$ cat src/rtl/pla_pkg.sv
package pla_pkg;
   localparam int CELL_W = 2;

   typedef enum logic [CELL_W-1:0] {
      CELL_SKIP = 2'b00,
      CELL_TRUE = 2'b01,
      CELL_INV  = 2'b10,
      CELL_KILL = 2'b11
   } cell_e;
endpackage

$ cat src/rtl/pla_cfg_store.sv
module pla_cfg_store #(
   parameter int N  = 4,
   parameter int P  = 16,
   parameter int M  = 4,
   parameter int RW = 4
) (
   input  logic                                  clk,
   input  logic                                  rst,
   input  logic                                  we,
   input  logic [RW-1:0]                         row,
   input  logic [pla_pkg::CELL_W*N-1:0]          and_word,
   input  logic [M-1:0]                          or_word,
   output logic [P-1:0][pla_pkg::CELL_W*N-1:0]   and_plane,
   output logic [P-1:0][M-1:0]                   or_plane
);
   always_ff @(posedge clk) begin
      if (rst) begin
         and_plane <= '0;
         or_plane  <= '0;
      end else if (we) begin
         for (int r = 0; r < P; r++) begin
            if (row == RW'(r)) begin
               and_plane[r] <= and_word;
               or_plane[r]  <= or_word;
            end
         end
      end
   end
endmodule

$ cat src/rtl/pla_and_plane.sv
module pla_and_plane #(
   parameter int N = 4,
   parameter int P = 16
) (
   input  logic [N-1:0]                          in_vec,
   input  logic [P-1:0][pla_pkg::CELL_W*N-1:0]   and_plane,
   output logic [P-1:0]                          term
);
   import pla_pkg::*;

   for (genvar r = 0; r < P; r++) begin : g_row
      logic [N-1:0] lit_ok;
      for (genvar i = 0; i < N; i++) begin : g_cell
         cell_e code;
         assign code      = cell_e'(and_plane[r][CELL_W*i +: CELL_W]);
         assign lit_ok[i] = (code == CELL_SKIP)
                          | ((code == CELL_TRUE) &  in_vec[i])
                          | ((code == CELL_INV)  & ~in_vec[i]);
      end
      assign term[r] = &lit_ok;
   end
endmodule

$ cat src/rtl/pla_or_plane.sv
module pla_or_plane #(
   parameter int P     = 16,
   parameter int M     = 4,
   parameter int GROUP = 4
) (
   input  logic                  pal_mode,
   input  logic [P-1:0]          term,
   input  logic [P-1:0][M-1:0]   or_plane,
   output logic [M-1:0]          sum
);
   for (genvar k = 0; k < M; k++) begin : g_out
      logic [P-1:0] col;
      logic         any_hit;
      logic         grp_hit;
      for (genvar r = 0; r < P; r++) begin : g_col
         assign col[r] = or_plane[r][k];
      end
      assign any_hit = |(term & col);
      assign grp_hit = |(term[GROUP*k +: GROUP] & col[GROUP*k +: GROUP]);
      assign sum[k]  = pal_mode ? grp_hit : any_hit;
   end
endmodule

$ cat src/rtl/pla_array.sv
module pla_array #(
   parameter int N     = 4,
   parameter int P     = 16,
   parameter int M     = 4,
   parameter int GROUP = 4,
   localparam int RW   = (P > 1) ? $clog2(P) : 1,
   localparam int AW   = pla_pkg::CELL_W * N
) (
   input  logic          clk,
   input  logic          rst,
   input  logic          pal_mode,
   input  logic          cfg_we,
   input  logic [RW-1:0] cfg_row,
   input  logic [AW-1:0] cfg_and,
   input  logic [M-1:0]  cfg_or,
   input  logic [N-1:0]  in_vec,
   output logic [M-1:0]  out_vec
);
   if (N < 1) begin : g_bad_n
      $error("pla_array: N must be at least 1");
   end
   if (M < 1) begin : g_bad_m
      $error("pla_array: M must be at least 1");
   end
   if (GROUP < 1 || P < M * GROUP) begin : g_bad_group
      $error("pla_array: P must hold GROUP rows for every output");
   end

   logic [P-1:0][AW-1:0] and_plane;
   logic [P-1:0][M-1:0]  or_plane;
   logic [P-1:0]         term;
   logic [M-1:0]         sum;

   pla_cfg_store #(.N(N), .P(P), .M(M), .RW(RW)) u_store (
      .clk      (clk),
      .rst      (rst),
      .we       (cfg_we),
      .row      (cfg_row),
      .and_word (cfg_and),
      .or_word  (cfg_or),
      .and_plane(and_plane),
      .or_plane (or_plane)
   );

   pla_and_plane #(.N(N), .P(P)) u_and (
      .in_vec   (in_vec),
      .and_plane(and_plane),
      .term     (term)
   );

   pla_or_plane #(.P(P), .M(M), .GROUP(GROUP)) u_or (
      .pal_mode(pal_mode),
      .term    (term),
      .or_plane(or_plane),
      .sum     (sum)
   );

   always_ff @(posedge clk) begin
      if (rst) out_vec <= '0;
      else     out_vec <= sum;
   end
endmodule

$ cat config.mk
export PLATFORM = sky130hd
export DESIGN_NAME = pla_array
export DESIGN_NICKNAME = d
export VERILOG_FILES = /design/src/rtl/pla_pkg.sv /design/src/rtl/pla_cfg_store.sv /design/src/rtl/pla_and_plane.sv /design/src/rtl/pla_or_plane.sv /design/src/rtl/pla_array.sv
export SDC_FILE = /design/constraint.sdc
export NUM_CORES = 1
export LEC_CHECK = 0
export BUFFER_PORTS_ARGS = -buffer_cell sky130_fd_sc_hd__buf_4
export CORE_ASPECT_RATIO = 1.4
export CORE_MARGIN = 2
export CORE_UTILIZATION = 61
export CTS_CLUSTER_SIZE = 25
export DETAILED_ROUTE_END_ITERATION = 16
export PLACE_DENSITY = 0.82
export SETUP_SLACK_MARGIN = 0.5
export SYNTH_ARGS = -nofsm -noshare
export SYNTH_HDL_FRONTEND = slang
export SYNTH_HIERARCHICAL = 1
export SYNTH_SLANG_ARGS = --single-unit
export TNS_END_PERCENT = 1
$ cat constraint.sdc
create_clock -name clk -period 2.21 [get_ports clk]
set_clock_uncertainty 0.15 [all_clocks]
set_input_delay 0.221 -clock clk [delete_from_list [all_inputs] [get_ports clk]]
set_output_delay 0.221 -clock clk [all_outputs]
set_load 0.01 [all_outputs]
==> reports/results.ini <==
[run_status]
status = completed

[hold_path]
hold_depth = 2
hold_path.class = input port to flip-flop
min_to = out_vec[1]
min-delay-start = rst

[floorplanning]
num_io_pins = 28
rows = 52
core_area_sq_mm = 0.0143
start_util = 0.619
die_h_um = 147
die_x_um = 106
die_area_sq_mm = 0.0155

[clocking]
htreeDepth = 4
path_clk_slew_ps = 70
cts_inserted_buffers = 17
clk_latency_ps = 420
cts_max_path_buffers = 2
tritoncts = yes
cts_sinks = 196
cts_root_buffer = clkbuf_16

[synthesis]
synth.top_cell.area_share = 0.443
ys_seq_elements = 196
yosys.cell_count.top_type = mux2i_1
ys.flop_type = dfxtp_1
synthTopCellsByCount = mux2i_1 (256), nand2b_1 (204), dfxtp_1 (196), clkbuf_1 (28), buf_2 (23)
synthTopCellsByArea = dfxtp_1 (44%), mux2i_1 (29%), nand2b_1 (14%)
syn_nets = 837
synth_edf_count = 0
synth_top_cell_by_area = dfxtp_1
async_flop_share = 0
synth_cell_type_count = 28
synth_area_per_cell_sq_um = 10.9
synth-seq-area-share = 0.443
postSynthCellCount = 813
ys.warnings.count = 6
synth_area_sq_mm = 0.00887

[layout]
final_core_util = 0.688
area_growth_pct = 11.1
drive_above_1_share = 0.183
antenna_cells = 0
fin_nets = 850

[drt]
drt_iter0_drc = 394
drc_errors = 0
final_antenna_net_count = 0
vias = 6059
routedWlPerCell_um = 21.0
drtPass1Iterations = 5
via_per_inst = 5.91
routed_wl_um = 21600

[sta]
min_period_ps = 1830
finalSetupViolations = 0
slew_violations = 0
rsz0062_at_grt = yes
hold_viol_final = 0
fmax_mhz = 546
fin_crit_sh = 0.828
worst_pin_slew_ps = 784
tns_ps = 0
relSlewSlack = 0.476

[worst_setup_path]
regToRegSetupSlack_ps = 380
crit_required_ps = 2360
crit_fanout = 4
r2r_start = u_store/and_plane[17]
reg2regPathDepth = 6
r2r_end = out_vec[1]
cp-start-kind = flip-flop
worst-endpoint-arrival_ps = 1980
endpoint_kind = flip-flop
critical_path_class = flip-flop to flip-flop

[grt]
grt_first_pass_wirelength_um = 33400
grt_antenna_before_repair = 0
grtUsageTotal = 0.280
grt_max_degree = 81
grt_pass1_vias = 6225
gr-total-overflow = 0

[pwr]
pwr-share-clk = 0.417
powerDensity_mw_per_mm2 = 726
p_sw_mw = 1.66
leakage_nw = 4.79
combPwrFrac = 0.078
p_seq_frac = 0.505
p_sw_frac = 0.232
internal-power_mw = 5.49
max-vdd-ir-drop_v = 0.000463

[placement]
gp_congestion = 0.964
io_buffers = 27
place_hpwl_um = 13800

[run]
drv_cap = 0

## placed cells by master (no fill, tap or decap), drive strengths merged, types with 8 or more instances in the layout
cell type / synthesis / final
nand2b: 204 / 204
and4: 16 / 16
buf: 43 / 65
clkbuf: 28 / 18
dfxtp: 196 / 196
a221oi: 8 / 8
nand2: 12 / 12
a22oi: 16 / 16
nand3: 8 / 8
a22o: 8 / 8
mux2i: 256 / 256
## per-layer routing
layer | GRT usage | vias to the layer above | share of wire | routed length (um)
met4 | 0.125 | 0 | 0.037 | 795
li1 | - | 2824 | - | -
met1 | 0.335 | 2978 | 0.41 | 8850
met2 | 0.491 | 199 | 0.50 | 10900
met3 | 0.0469 | 58 | 0.048 | 1040
met5 | 0 | - | 0 | 0
## final cells by class
class / count / area, sq um
Tap cell: 189 / 236
Clock buffer: 18 / 429
Sequential cell: 196 / 3970
Timing Repair Buffer: 65 / 526
Fill cell: 1020 / 4470
Clock inverter: 11 / 130
Multi-Input combinational cell: 546 / 4560
## logic make-up (layout without fill, tap and decap cells)
| family | after synthesis | in the layout | synth area share |
|---|---|---|---|
| AND/OR/NAND/NOR | 254 | 254 | 0.182 |
| buffers and inverters | 71 | 94 | 0.0483 |
| flip-flops | 196 | 196 | 0.443 |
| AO/OA/AOI/OAI | 36 | 36 | 0.0382 |
| multiplexers | 256 | 256 | 0.289 |
## flip-flops by register name, summed over array words and instances (netlist names)
name               cells
out_vec                4
u_store/or_plane      64
u_store/and_plane    128
## power groups by stage
stage               registers [mW]  logic (mW)  clock network (mW)
finish                        3.61       0.555                2.98
global route                  3.61       0.576                3.15
CTS                           3.61       0.535                3.00
detailed placement            3.69       0.524                   0
global placement              3.69       0.511                   0
floorplan                     3.68       0.356                   0
## how the worst max path moves through the flow
stage | start | endpoint | slack, ps | depth (start not counted)
floorplan | in_vec[2] | out_vec[0] | 380 | 9
global placement | in_vec[2] | out_vec[0] | 110 | 8
detailed placement | in_vec[2] | out_vec[1] | 70 | 8
CTS | u_store/and_plane[103] | out_vec[1] | 430 | 7
global route | u_store/and_plane[93] | out_vec[1] | 350 | 7
finish | u_store/and_plane[17] | out_vec[1] | 380 | 6
## worst max-delay path: stages (launching register included)
cell     delay, ps
dfxtp_1        340
mux2i_1         90
and4_1         280
a22oi_1        330
a41o_1         290
nand3_2         90
nor2b_4        130
## metrics by stage
| step | worst slack [ps] | hold WS, ps | std cells | power, mW | area, sq um |
|---|---|---|---|---|---|
| after floorplan | 385 | 143 | 813 | 4.04 | 8880 |
| after global placement | 111 | 308 | 987 | 4.20 | 9140 |
| after detailed placement | 65.7 | 318 | 987 | 4.21 | 9140 |
| after CTS | 428 | 93.0 | 1018 | 7.15 | 9760 |
| after global routing | 354 | 109 | 1025 | 7.34 | 9850 |
| final | 380 | 95.6 | 1025 | 7.15 | 9850 |
## timing repair
action | 4_1_cts | 5_1_grt
hold buffers | 0 | 0
resized for setup | 32 | 24
pin swaps | 6 | 9
endpoints found under the setup margin | 4 | 4
buffers inserted | 2 | 7
Power figures use the tool's default switching activity.
